$ cat src/rtl/ddr2_pwrup_pkg.sv
package ddr2_pwrup_pkg;

  typedef enum logic [3:0] {
    ST_PLL,
    ST_CFG,
    ST_CFG_WAIT,
    ST_RST_WAIT,
    ST_DLL_WAIT,
    ST_PWR_WAIT,
    ST_INIT_GO,
    ST_INIT_WAIT,
    ST_CAL_GO,
    ST_CAL_WAIT,
    ST_READY
  } seq_state_e;

  typedef struct packed {
    logic phy_rst_n;
    logic phy_urst_n;
    logic dll_rst_n;
    logic cke;
    logic cs_n;
    logic odt_en;
    logic init_start;
    logic cal_start;
    logic ready;
  } pin_bundle_t;

endpackage

$ cat src/rtl/pwrup_timer.sv
module pwrup_timer #(
  parameter int CNT_W = 8
) (
  input  logic             clk_i,
  input  logic             rst_ni,
  input  logic             clr_i,
  input  logic [CNT_W-1:0] len_m1_i,
  output logic             expired_o
);

  logic [CNT_W-1:0] cnt_q;

  assign expired_o = (cnt_q == len_m1_i);

  always_ff @(posedge clk_i or negedge rst_ni) begin
    if (!rst_ni) begin
      cnt_q <= '0;
    end else if (clr_i) begin
      cnt_q <= '0;
    end else if (!expired_o) begin
      cnt_q <= cnt_q + 1'b1;
    end
  end

  // the counter advances by one per cycle while the wait is running
  p_step_r4: assert property (@(posedge clk_i) disable iff (!rst_ni)
    (!clr_i && !expired_o) |=> (cnt_q == $past(cnt_q) + 1'b1));

  // the counter holds its terminal value until the state moves on
  p_hold_r5: assert property (@(posedge clk_i) disable iff (!rst_ni)
    (!clr_i && expired_o) |=> (cnt_q == $past(cnt_q)));

  // a clear always restarts the count from zero
  p_clear_r4: assert property (@(posedge clk_i) disable iff (!rst_ni)
    clr_i |=> (cnt_q == '0));

endmodule

$ cat src/rtl/pwrup_fsm.sv
module pwrup_fsm
  import ddr2_pwrup_pkg::*;
#(
  parameter int CFG_WAIT_CYC = 20,
  parameter int RST_WAIT_CYC = 20,
  parameter int DLL_WAIT_CYC = 13167,
  parameter int PWR_WAIT_CYC = 33334
) (
  input  logic       clk_i,
  input  logic       rst_ni,
  input  logic       pll_locked_i,
  input  logic       phy_cfg_done_i,
  input  logic       init_done_i,
  input  logic       cal_done_i,
  output seq_state_e state_o
);

  localparam int MAX_A  = (CFG_WAIT_CYC > RST_WAIT_CYC) ? CFG_WAIT_CYC : RST_WAIT_CYC;
  localparam int MAX_B  = (DLL_WAIT_CYC > PWR_WAIT_CYC) ? DLL_WAIT_CYC : PWR_WAIT_CYC;
  localparam int MAX_W  = (MAX_A > MAX_B) ? MAX_A : MAX_B;
  localparam int CNT_W  = (MAX_W < 2) ? 1 : $clog2(MAX_W);

  seq_state_e       st_q, st_d;
  logic             tmr_clr, tmr_exp;
  logic [CNT_W-1:0] len_m1;

  always_comb begin
    unique case (st_q)
      ST_CFG_WAIT: len_m1 = CNT_W'(CFG_WAIT_CYC - 1);
      ST_RST_WAIT: len_m1 = CNT_W'(RST_WAIT_CYC - 1);
      ST_DLL_WAIT: len_m1 = CNT_W'(DLL_WAIT_CYC - 1);
      ST_PWR_WAIT: len_m1 = CNT_W'(PWR_WAIT_CYC - 1);
      default:     len_m1 = '0;
    endcase
  end

  always_comb begin
    st_d = st_q;
    if (st_q != ST_READY && st_q != ST_PLL && !pll_locked_i) begin
      st_d = ST_PLL;
    end else begin
      unique case (st_q)
        ST_PLL:       if (pll_locked_i)   st_d = ST_CFG;
        ST_CFG:       if (phy_cfg_done_i) st_d = ST_CFG_WAIT;
        ST_CFG_WAIT:  if (tmr_exp)        st_d = ST_RST_WAIT;
        ST_RST_WAIT:  if (tmr_exp)        st_d = ST_DLL_WAIT;
        ST_DLL_WAIT:  if (tmr_exp)        st_d = ST_PWR_WAIT;
        ST_PWR_WAIT:  if (tmr_exp)        st_d = ST_INIT_GO;
        ST_INIT_GO:                       st_d = ST_INIT_WAIT;
        ST_INIT_WAIT: if (init_done_i)    st_d = ST_CAL_GO;
        ST_CAL_GO:                        st_d = ST_CAL_WAIT;
        ST_CAL_WAIT:  if (cal_done_i)     st_d = ST_READY;
        default:                          st_d = ST_READY;
      endcase
    end
  end

  assign tmr_clr = (st_d != st_q);

  pwrup_timer #(.CNT_W(CNT_W)) timer_i (
    .clk_i     (clk_i),
    .rst_ni    (rst_ni),
    .clr_i     (tmr_clr),
    .len_m1_i  (len_m1),
    .expired_o (tmr_exp)
  );

  always_ff @(posedge clk_i or negedge rst_ni) begin
    if (!rst_ni) st_q <= ST_PLL;
    else         st_q <= st_d;
  end

  assign state_o = st_q;

  // a lock loss before ready sends the machine back to the PLL wait
  p_lock_loss_r8: assert property (@(posedge clk_i) disable iff (!rst_ni)
    (!pll_locked_i && st_q != ST_READY) |=> (st_q == ST_PLL));

  // the ready state is never left without a chip reset
  p_ready_hold_r9: assert property (@(posedge clk_i) disable iff (!rst_ni)
    (st_q == ST_READY) |=> (st_q == ST_READY));

  // the handshake states last exactly one cycle
  p_go_single_r6: assert property (@(posedge clk_i) disable iff (!rst_ni)
    (st_q == ST_CAL_GO || st_q == ST_INIT_GO) |=> (st_q != $past(st_q)));

endmodule

$ cat src/rtl/pwrup_decode.sv
module pwrup_decode
  import ddr2_pwrup_pkg::*;
(
  input  seq_state_e  state_i,
  output pin_bundle_t pins_o
);

  logic phy_up, dll_up, mem_on;

  always_comb begin
    phy_up = state_i inside {ST_RST_WAIT, ST_DLL_WAIT, ST_PWR_WAIT, ST_INIT_GO,
                             ST_INIT_WAIT, ST_CAL_GO, ST_CAL_WAIT, ST_READY};
    dll_up = state_i inside {ST_DLL_WAIT, ST_PWR_WAIT, ST_INIT_GO,
                             ST_INIT_WAIT, ST_CAL_GO, ST_CAL_WAIT, ST_READY};
    mem_on = state_i inside {ST_INIT_GO, ST_INIT_WAIT, ST_CAL_GO,
                             ST_CAL_WAIT, ST_READY};

    pins_o.phy_rst_n  = phy_up;
    pins_o.phy_urst_n = phy_up;
    pins_o.dll_rst_n  = dll_up;
    pins_o.cke        = mem_on;
    pins_o.cs_n       = !mem_on;
    pins_o.odt_en     = (state_i == ST_READY);
    pins_o.init_start = (state_i == ST_INIT_GO);
    pins_o.cal_start  = (state_i == ST_CAL_GO);
    pins_o.ready      = (state_i == ST_READY);
  end

endmodule

$ cat src/rtl/ddr2_pwrup_seq.sv
module ddr2_pwrup_seq
  import ddr2_pwrup_pkg::*;
#(
  parameter int CFG_WAIT_CYC = 20,
  parameter int RST_WAIT_CYC = 20,
  parameter int DLL_WAIT_CYC = 13167,
  parameter int PWR_WAIT_CYC = 33334
) (
  input  logic clk_i,
  input  logic rst_ni,
  input  logic pll_locked_i,
  input  logic phy_cfg_done_i,
  input  logic init_done_i,
  input  logic cal_done_i,
  output logic phy_rst_no,
  output logic phy_urst_no,
  output logic dll_rst_no,
  output logic cke_o,
  output logic cs_no,
  output logic odt_en_o,
  output logic init_start_o,
  output logic cal_start_o,
  output logic ready_o
);

  seq_state_e  state;
  pin_bundle_t pins;

  pwrup_fsm #(
    .CFG_WAIT_CYC (CFG_WAIT_CYC),
    .RST_WAIT_CYC (RST_WAIT_CYC),
    .DLL_WAIT_CYC (DLL_WAIT_CYC),
    .PWR_WAIT_CYC (PWR_WAIT_CYC)
  ) fsm_i (
    .clk_i          (clk_i),
    .rst_ni         (rst_ni),
    .pll_locked_i   (pll_locked_i),
    .phy_cfg_done_i (phy_cfg_done_i),
    .init_done_i    (init_done_i),
    .cal_done_i     (cal_done_i),
    .state_o        (state)
  );

  pwrup_decode decode_i (
    .state_i (state),
    .pins_o  (pins)
  );

  assign phy_rst_no   = pins.phy_rst_n;
  assign phy_urst_no  = pins.phy_urst_n;
  assign dll_rst_no   = pins.dll_rst_n;
  assign cke_o        = pins.cke;
  assign cs_no        = pins.cs_n;
  assign odt_en_o     = pins.odt_en;
  assign init_start_o = pins.init_start;
  assign cal_start_o  = pins.cal_start;
  assign ready_o      = pins.ready;

  p_dll_order_r10: assert property (@(posedge clk_i) disable iff (!rst_ni)
    dll_rst_no |-> (phy_rst_no && phy_urst_no));

  p_cke_order_r10: assert property (@(posedge clk_i) disable iff (!rst_ni)
    cke_o |-> dll_rst_no);

  p_odt_gate_r7: assert property (@(posedge clk_i) disable iff (!rst_ni)
    odt_en_o |-> (cke_o && ready_o));

  p_resets_pair_r3: assert property (@(posedge clk_i) disable iff (!rst_ni)
    phy_rst_no == phy_urst_no);

  p_init_pulse_r5: assert property (@(posedge clk_i) disable iff (!rst_ni)
    init_start_o |=> !init_start_o);

  p_cke_start_r5: assert property (@(posedge clk_i) disable iff (!rst_ni)
    $rose(cke_o) |-> (init_start_o && !cs_no));

  p_cal_pulse_r6: assert property (@(posedge clk_i) disable iff (!rst_ni)
    cal_start_o |=> !cal_start_o);

  p_cal_after_init_r6: assert property (@(posedge clk_i) disable iff (!rst_ni)
    $rose(cal_start_o) |-> $past(init_done_i));

  p_ready_sticky_r9: assert property (@(posedge clk_i) disable iff (!rst_ni)
    ready_o |=> ready_o);

  p_lock_loss_pins_r8: assert property (@(posedge clk_i) disable iff (!rst_ni)
    (!pll_locked_i && !ready_o) |=> (!phy_rst_no && !dll_rst_no && !cke_o && cs_no));

endmodule

$ cat config.mk
export PLATFORM = sky130hd
export DESIGN_NAME = ddr2_pwrup_seq
export DESIGN_NICKNAME = d
export VERILOG_FILES = /design/src/rtl/ddr2_pwrup_pkg.sv /design/src/rtl/pwrup_timer.sv /design/src/rtl/pwrup_fsm.sv /design/src/rtl/pwrup_decode.sv /design/src/rtl/ddr2_pwrup_seq.sv
export SDC_FILE = /design/constraint.sdc
export NUM_CORES = 1
export LEC_CHECK = 0
export CAP_MARGIN = 20
export CORE_ASPECT_RATIO = 1.25
export CORE_MARGIN = 2
export CORE_UTILIZATION = 45
export DETAILED_ROUTE_END_ITERATION = 16
export HOLD_SLACK_MARGIN = 0.08
export PLACE_DENSITY = 0.62
export SYNTH_ARGS = -nofsm -noshare
export SYNTH_HDL_FRONTEND = slang
export SYNTH_SLANG_ARGS = --single-unit
$ cat constraint.sdc
create_clock -name clk_i -period 4.75 [get_ports clk_i]
set_input_delay 1.425 -clock clk_i [delete_from_list [all_inputs] [get_ports clk_i]]
set_output_delay 1.425 -clock clk_i [all_outputs]
set_load 0.01 [all_outputs]
==> tab_implementation.tex, run 1 <==
\begin{tabular}{lr}
\hline
Metric & Value \\
\hline
\multicolumn{2}{l}{\textbf{Critical path}} \\
\quad Largest stage delay on the critical path & 0.88 ns \\
\quad Max Fanout on Critical Path & 29 \\
\quad Crit path depth & 3 \\
\quad Cell family with most CP delay & buffers and inverters \\
\quad Critical Path RT & around 3.3 ns \\
\quad CP Capture Type & output port \\
\quad Critical path arrival & 2.39 ns \\
\quad Depth of the worst register-to-register path & 6 \\
\quad Number of buffer and inverter stages on the critical path & 2 \\
\quad Worst Path Class, Setup & register to output port \\
\quad Crit path max-delay cell type & sky130\_fd\_sc\_hd\_\_dfrtp\_1 \\
\quad Category of the worst setup path launch point & register \\
\quad Chain of cells forming the critical path & inv\_1 > nor3\_1 > clkdlybuf4s50\_1 \\
\multicolumn{2}{l}{\textbf{Floorplanning}} \\
\quad I/O pin count & 15 \\
\quad Area inside the core boundary & 0.00372 mm\^{}2 \\
\quad Horizontal die dimension & 59.0 um \\
\quad Die height & 72.8 um \\
\quad Die Footprint & $\sim$0.0043 mm\^{}2 \\
\quad Rows & 25 \\
\quad Effective utilization at floorplan & 0.458 \\
\multicolumn{2}{l}{\textbf{Power and ir drop}} \\
\quad Final total power & 0.000950 W \\
\quad Worst IR drop on VDD & 0.000219 V \\
\quad Static leakage & $\sim$0.65 nW \\
\quad Power per cell area & between 500 and 600 mW/mm\^{}2 \\
\multicolumn{2}{l}{\textbf{GRT}} \\
\quad Initial antenna violation count & 0 \\
\quad Remaining Overflow, GRT & 0 \\
\quad Global-route wire length before repair & 6760 um \\
\quad Via count of the first global-routing pass & 1,516 \\
\quad Gr usage total & 0.201 \\
\quad Largest net degree at the start of global routing & 30 \\
\multicolumn{2}{l}{\textbf{Detailed routing}} \\
\quad ANT nets after route & 0 \\
\quad Routed via count & 1,553 \\
\quad Vias per cell & about 6.2 \\
\quad Drt pass-1 iters & 4 \\
\quad Total wire length & a little under 4000 um \\
\quad First-iteration detailed-routing DRC count & between 100 and 150 \\
\quad Wirelength per Cell & 15.7 um \\
\quad DRC violations left & 0 \\
\multicolumn{2}{l}{\textbf{Timing}} \\
\quad Post-layout minimum cycle time & between 3 and 4 ns \\
\quad Unrepaired setup endpoints after global routing & no \\
\quad Post-route setup slack & 0.935 ns \\
\quad Period Utilization, post-route & 0.803 \\
\quad Final setup violating endpoints & 0 \\
\quad Fmax achieved & 262 MHz \\
\quad Transition time at the pin with the least slew margin & about 0.95 ns \\
\quad Worst slew margin relative to its limit & 0.363 \\
\quad Total Neg Setup Slack & 0 ns \\
\quad Maximum clock skew at final layout & 0.00301 ns \\
\quad Number of max-slew violations in the final report & 0 \\
\quad Total count of hold-check failures in the final report & 0 \\
\multicolumn{2}{l}{\textbf{Hold path}} \\
\quad Hold Path Class & register to register \\
\quad Worst Hold Depth & 2 \\
\multicolumn{2}{l}{\textbf{Clocking}} \\
\quad Clock network latency to the later pin of the worst-skew pair & 0.26 ns \\
\quad Clock tree sinks & 20 \\
\quad Clk root buf & sky130\_fd\_sc\_hd\_\_clkbuf\_8 \\
\quad Total CTS buffers & 3 \\
\quad Clock Tree Buf Depth & 2 \\
\quad H-tree depth & 1 \\
\quad Post-CTS clock slew at the launch and capture registers of the worst setup and hold paths & 0.08 ns \\
\quad Hold buffers post-CTS & 0 \\
\quad CTS resizes & 0 \\
\quad Clock tree from TritonCTS & done \\
\quad Buffers inserted during post-CTS setup optimization & 0 \\
\multicolumn{2}{l}{\textbf{Job}} \\
\quad Number of maximum-capacitance constraint violations & 0 \\
\multicolumn{2}{l}{\textbf{Logic synthesis}} \\
\quad Library cells used by synthesis & 53 \\
\quad Number of flip-flops and latches in the synthesized netlist & 20 \\
\quad Mean instance size in the synthesized netlist & 8.15 um\^{}2 \\
\quad Instance count of the mapped netlist & between 200 and 250 \\
\quad Sequential-to-total area share from yosys stat & 0.294 \\
\quad Main flop type after synthesis & sky130\_fd\_sc\_hd\_\_dfrtp\_1 \\
\quad Number of enable flip-flop cells after synthesis & 0 \\
\quad Warning count from the yosys run & 0 \\
\quad Post-synth net total & 216 \\
\quad Post-synth ARST share & 1.00 \\
\quad Post-synthesis instance area & 0.00170 mm\^{}2 \\
\multicolumn{2}{l}{\textbf{Placed design}} \\
\quad Area of placed instances & 0.00180 mm\^{}2 \\
\quad DP Wirelength & 2720 um \\
\quad Worst setup slack before clock tree synthesis & slightly above 0.8 ns \\
\quad Number of buffer cells added on primary ports & 14 \\
\quad Gp weighted congestion & 0.860 \\
\multicolumn{2}{l}{\textbf{Cells and area}} \\
\quad Design area & 0.00186 mm\^{}2 \\
\quad Net count of the finished layout & 217 \\
\quad Fraction of layout instances using a drive strength above 1 & 0.0478 \\
\quad Area added between synthesis and finish & 8.96\% \\
\quad Final antenna diode count & 0 \\
\multicolumn{2}{l}{\textbf{Status}} \\
\quad Outcome & finished clean \\
\hline
\end{tabular}
==> per-stage QoR <==
step           std cells  hold WS, ns   util
2_1_floorplan        209        0.537      -
3_3_place_gp         245        0.566  0.484
3_5_place_dp         245        0.581  0.484
4_1_cts              249        0.600  0.499
5_1_grt              249        0.636  0.499
6_report             249        0.590  0.499
==> registers in the layout (all words and copies together), names as in the netlist <==
name	count
fsm_i.timer_i.cnt_q	16
fsm_i.state_o	4
==> worst register-to-register path, stage by stage, from the launching register on <==
cell and delay [ns]:
sky130_fd_sc_hd__dfrtp_1 0.82, sky130_fd_sc_hd__or3b_1 0.51, sky130_fd_sc_hd__or4b_1 0.52, sky130_fd_sc_hd__a2111o_1 0.33, sky130_fd_sc_hd__nor3b_1 0.18, sky130_fd_sc_hd__a2111oi_4 0.89
sky130_fd_sc_hd__nor3_1 0.15
==> cells in the mapped netlist, types with 2 or more instances <==
cell | number | area share
sky130_fd_sc_hd__nor4bb_1 | 2 | 0.012
sky130_fd_sc_hd__a211oi_1 | 3 | 0.013
sky130_fd_sc_hd__nor4_1 | 4 | 0.015
sky130_fd_sc_hd__mux2i_1 | 2 | 0.012
sky130_fd_sc_hd__inv_1 | 9 | 0.020
sky130_fd_sc_hd__nor3b_1 | 3 | 0.013
sky130_fd_sc_hd__nand2_1 | 13 | 0.029
sky130_fd_sc_hd__a21oi_1 | 8 | 0.023
sky130_fd_sc_hd__o21ai_0 | 13 | 0.038
sky130_fd_sc_hd__xor2_1 | 5 | 0.026
sky130_fd_sc_hd__buf_2 | 2 | 0.0059
sky130_fd_sc_hd__nor2_1 | 9 | 0.020
sky130_fd_sc_hd__nor4b_1 | 2 | 0.010
sky130_fd_sc_hd__nor3_1 | 24 | 0.070
sky130_fd_sc_hd__a41oi_1 | 2 | 0.010
sky130_fd_sc_hd__mux2_2 | 2 | 0.013
sky130_fd_sc_hd__or4_1 | 3 | 0.013
sky130_fd_sc_hd__buf_1 | 3 | 0.0066
sky130_fd_sc_hd__nor2b_1 | 4 | 0.015
sky130_fd_sc_hd__nand3_1 | 7 | 0.021
sky130_fd_sc_hd__nand3b_1 | 3 | 0.013
sky130_fd_sc_hd__and3_1 | 4 | 0.015
sky130_fd_sc_hd__nand2b_1 | 3 | 0.011
sky130_fd_sc_hd__buf_4 | 3 | 0.013
sky130_fd_sc_hd__xnor2_1 | 13 | 0.067
sky130_fd_sc_hd__dfrtp_1 | 20 | 0.29
sky130_fd_sc_hd__a32o_1 | 2 | 0.012
sky130_fd_sc_hd__a31oi_1 | 5 | 0.018
sky130_fd_sc_hd__buf_6 | 2 | 0.013
sky130_fd_sc_hd__clkbuf_1 | 9 | 0.020
sky130_fd_sc_hd__nand4_1 | 3 | 0.011
==> cells in the final DEF, fill, tap and decap left out, drive strengths merged, types with 2 or more instances in the layout <==
cell type and count:
nand3b 3, a32o 2, nor3b 3, nor2 9
clkdlybuf4s50 14, nor2b 4, clkbuf 4, dfrtp 20
xor2 5, mux2 2, a21oi 8, nand4 3
nand2b 3, o21ai 13, a211oi 3, a31oi 5
nor4 4, nor4bb 2, xnor2 13, mux2i 2
inv 9, nand2 13, nand3 7, a41oi 2
or3b 2, and3 4, a2111oi 2, or4 4
nor4b 2, nor3 24
==> worst paths after layout <==
kind	from	to	slack, ns
hold reg to reg	fsm_i.timer_i.cnt_q[14]	fsm_i.timer_i.cnt_q[14]	0.59
hold / removal	fsm_i.timer_i.cnt_q[14]	fsm_i.timer_i.cnt_q[14]	0.59
setup reg to reg	fsm_i.state_o[2]	fsm_i.timer_i.cnt_q[7]	1.20
max in group asynchronous	rst_ni	fsm_i.state_o[3]	2.48
min in group asynchronous	rst_ni	fsm_i.timer_i.cnt_q[2]	1.69
setup / recovery	fsm_i.state_o[1]	odt_en_o	0.93
==> report_power, final <==
part	internal, W	total (W)	switching, W
clock network	0.0000738	0.000131	0.0000575
registers	0.000189	0.000287	0.0000976
logic	0.000232	0.000532	0.000300
total	0.000495	0.000950	0.000455
==> cells by family after synthesis <==
| family | synth area share |
|---|---|
| adder cells (fa/ha/maj) | 0.00734 |
| flip-flops | 0.294 |
| AO/OA/AOI/OAI | 0.192 |
| multiplexers | 0.0250 |
| AND/OR/NAND/NOR | 0.311 |
| XOR/XNOR | 0.0925 |
| buffers and inverters | 0.0786 |
==> per-layer routing <==
metal,share of wire,vias to the layer above,track usage
li1,-,779,-
met1,0.46,746,0.259
met2,0.49,21,0.342
met3,0.023,7,0.0284
met4,0.017,0,0.0682
met5,0,-,0
==> final cells by class <==
cell class,instances,area (um^2)
Fill cell,377,1870
Multi-Input combinational cell,161,1070
Sequential cell,20,500
Timing Repair Buffer,15,148
Clock buffer,4,55.1
Tap cell,40,50.0
Inverter,9,33.8
(Power assumes the default switching activity.)
==> run 2, diff against run 1 <==
clock period = 3.9 ns   (was 4.75 ns; I/O delays follow)
==> run 2 against run 1 <==
Effect of this change: first-iteration DRC count grew 62%; critical endpoint is now ready_o; register-to-register slack lost 0.40 ns; highest routed layer unchanged; global-route usage grew 1.3 points; via count grew 3.5%; hold slack gained 0.0011 ns; power grew 31%; non-clock buffer count grew 6; routed wire length grew 4.9%; critical path type unchanged; die area is the same; worst setup slack lost 0.24 ns; cell area grew 3.3%.
==> tab_implementation.tex, run 2 (synthesis gave the netlist of run 1 again) <==
\begin{tabular}{lr}
\hline
Metric & Value \\
\hline
\multicolumn{2}{l}{\textbf{GRT}} \\
\quad Global-route wire length before repair & 7290 um \\
\quad Largest net degree at the start of global routing & 23 \\
\quad Initial antenna violation count & 0 \\
\quad Gr usage total & 0.214 \\
\quad Via count of the first global-routing pass & 1,549 \\
\quad Remaining Overflow, GRT & 0 \\
\multicolumn{2}{l}{\textbf{Critical path}} \\
\quad Critical Path RT & 2.73 ns \\
\quad Max Fanout on Critical Path & 22 \\
\quad Depth of the worst register-to-register path & 8 \\
\quad Worst Path Class, Setup & register to output port \\
\quad Launch instance of the worst register-to-register path & fsm\_i.state\_o[3] \\
\quad Setup slack, reg-to-reg & 0.80 ns \\
\quad Critical path arrival & 2.03 ns \\
\quad CP Capture Type & output port \\
\quad Reg2reg end & fsm\_i.timer\_i.cnt\_q[5] \\
\quad Category of the worst setup path launch point & register \\
\multicolumn{2}{l}{\textbf{Placed design}} \\
\quad Worst setup slack before clock tree synthesis & just over 0.6 ns \\
\quad DP Wirelength & roughly 3000 um \\
\quad Number of buffer cells added on primary ports & 14 \\
\quad Gp weighted congestion & 0.825 \\
\multicolumn{2}{l}{\textbf{Floorplanning}} \\
\quad I/O pin count & 15 \\
\quad Rows & 25 \\
\quad Die height & 72.8 um \\
\quad Area inside the core boundary & between 0.003 and 0.004 mm\^{}2 \\
\quad Effective utilization at floorplan & 0.458 \\
\quad Horizontal die dimension & 59.0 um \\
\quad Die Footprint & approximately 0.0043 mm\^{}2 \\
\multicolumn{2}{l}{\textbf{Timing}} \\
\quad Transition time at the pin with the least slew margin & a little under 0.9 ns \\
\quad Total count of hold-check failures in the final report & 0 \\
\quad Period Utilization, post-route & 0.821 \\
\quad Final setup violating endpoints & 0 \\
\quad Unrepaired setup endpoints after global routing & no \\
\quad Post-layout minimum cycle time & 3.20 ns \\
\quad Worst slew margin relative to its limit & 0.420 \\
\quad Fmax achieved & 312 MHz \\
\quad Maximum clock skew at final layout & 0.00361 ns \\
\quad Total Neg Setup Slack & 0 ns \\
\quad Post-route setup slack & roughly 0.7 ns \\
\quad Number of max-slew violations in the final report & 0 \\
\multicolumn{2}{l}{\textbf{Clocking}} \\
\quad Hold buffers post-CTS & 0 \\
\quad Buffers inserted during post-CTS setup optimization & 0 \\
\quad Clock tree sinks & 20 \\
\quad Clock Tree Buf Depth & 2 \\
\quad Clk root buf & sky130\_fd\_sc\_hd\_\_clkbuf\_8 \\
\quad CTS resizes & 0 \\
\quad Clock tree from TritonCTS & done \\
\quad Total CTS buffers & 3 \\
\quad Clock network latency to the later pin of the worst-skew pair & 0.26 ns \\
\quad H-tree depth & 1 \\
\quad Post-CTS clock slew at the launch and capture registers of the worst setup and hold paths & about 0.08 ns \\
\multicolumn{2}{l}{\textbf{Power and ir drop}} \\
\quad Power share of the combinational group & 0.594 \\
\quad Share of total power consumed by net switching & 0.452 \\
\quad Flop pwr share & 0.241 \\
\quad Worst IR drop on VDD & 0.000353 V \\
\quad Internal Power & 0.000682 W \\
\quad Switching Power & 0.000562 W \\
\quad Power per cell area & approximately 650 mW/mm\^{}2 \\
\quad Static leakage & around 0.68 nW \\
\quad Clk pwr share & 0.165 \\
\multicolumn{2}{l}{\textbf{Cells and area}} \\
\quad Net count of the finished layout & 223 \\
\quad Most used cells in the layout excluding fill and tap cells & sky130\_fd\_sc\_hd\_\_nor3\_1 (24), sky130\_fd\_sc\_hd\_\_dfrtp\_1 (20), sky130\_fd\_sc\_hd\_\_clkdlybuf4s50\_1 (14) \\
\quad Filler cell count & between 300 and 400 \\
\quad Post-route core utilization & 0.515 \\
\quad Area added between synthesis and finish & 12.6\% \\
\quad Flip-flop and latch area & approximately 500 um\^{}2 \\
\quad Number of flip-flops in the largest register & 16 \\
\quad Most common cell after layout, fill and taps aside & sky130\_fd\_sc\_hd\_\_nor3\_1 \\
\quad Final antenna diode count & 0 \\
\quad Multi-input combinational cell area & 0.00107 mm\^{}2 \\
\quad Register containing the most flip-flops in the final layout & fsm\_i.timer\_i.cnt\_q \\
\quad Fraction of layout instances using a drive strength above 1 & 0.0744 \\
\multicolumn{2}{l}{\textbf{Hold path}} \\
\quad Hold Path Class & register to register \\
\quad Worst Hold Depth & 2 \\
\quad Critical hold path startpoint & fsm\_i.timer\_i.cnt\_q[14] \\
\quad End point of the most critical hold path & fsm\_i.timer\_i.cnt\_q[14] \\
\multicolumn{2}{l}{\textbf{Detailed routing}} \\
\quad Routed via count & 1,607 \\
\quad Top layer in use & met4 \\
\quad DRC violations left & 0 \\
\quad Drt pass-1 iters & 6 \\
\quad Total wire length & around 4100 um \\
\quad Metal1 wirelength & 1840 um \\
\quad First-iteration detailed-routing DRC count & 167 \\
\quad Wirelength per Cell & 16.0 um \\
\quad Met3 layer wire length in the routed design & 106 um \\
\quad WL met2 & 2090 um \\
\quad ANT nets after route & 0 \\
\quad Vias per cell & $\sim$6.3 \\
\multicolumn{2}{l}{\textbf{Job}} \\
\quad Number of maximum-capacitance constraint violations & 0 \\
\multicolumn{2}{l}{\textbf{Status}} \\
\quad Outcome & finished clean \\
\hline
\end{tabular}
run 2: cell count changes in the layout (fill, tap and decap cells not counted), sizes merged:
cell and delta:
bufinv +1, clkbuf -1, buf +6
run 2: metrics by stage:
| stage | std cells | total power (W) | hold slack [ns] | area, um^2 |
|---|---|---|---|---|
| finish | 255 | 0.00124 | 0.591 | 1920 |
| global route | 255 | 0.00136 | 0.635 | 1920 |
| CTS | 255 | 0.00125 | 0.588 | 1920 |
| detailed placement | 251 | 0.00104 | 0.568 | 1850 |
| global placement | 251 | 0.00102 | 0.572 | 1850 |
| floorplan | 209 | 0.000848 | 0.537 | 1700 |
run 2: layout make-up:
class / instances / share of cell area
repair buffers: 21 / 0.100
clock buffers: 3 / 0.0215
clock inverters: 1 / 0.0157
well taps: 40 / 0.0261
flip-flops and latches: 20 / 0.261
multi-input cells: 161 / 0.558
inverters: 9 / 0.0176
run 2: worst max path at each step:
stage / to / slack [ns] / cells past startpoint / start
after floorplan: phy_urst_no / 1.05 / 6 / fsm_i.state_o[0]
after global placement: fsm_i.timer_i.cnt_q[11] / 0.72 / 8 / pll_locked_i
after detailed placement: fsm_i.timer_i.cnt_q[5] / 0.61 / 8 / pll_locked_i
after CTS: ready_o / 0.68 / 4 / fsm_i.state_o[1]
after global routing: odt_en_o / 0.56 / 4 / fsm_i.state_o[1]
final: ready_o / 0.70 / 4 / fsm_i.state_o[1]
run 2: critical path, cell delays in order, from the launching register on:
cell,delay [ns]
sky130_fd_sc_hd__dfrtp_1,0.44
sky130_fd_sc_hd__buf_4,0.28
sky130_fd_sc_hd__inv_1,0.20
sky130_fd_sc_hd__nor3_1,0.28
sky130_fd_sc_hd__clkdlybuf4s50_1,0.58
run 2: power groups by stage:
stage / Combinational (W) / Sequential (W) / Clock, W
6_report: 0.000739 / 0.000301 / 0.000205
3_5_place_dp: 0.000738 / 0.000304 / 0
2_1_floorplan: 0.000594 / 0.000254 / 0
3_3_place_gp: 0.000722 / 0.000302 / 0
4_1_cts: 0.000743 / 0.000300 / 0.000207
5_1_grt: 0.000831 / 0.000310 / 0.000214
run 2: layer usage:
metal	vias up	track usage
li1	787	-
met4	0	0.0631
met3	9	0.0124
met5	-	0
met1	773	0.281
met2	38	0.374
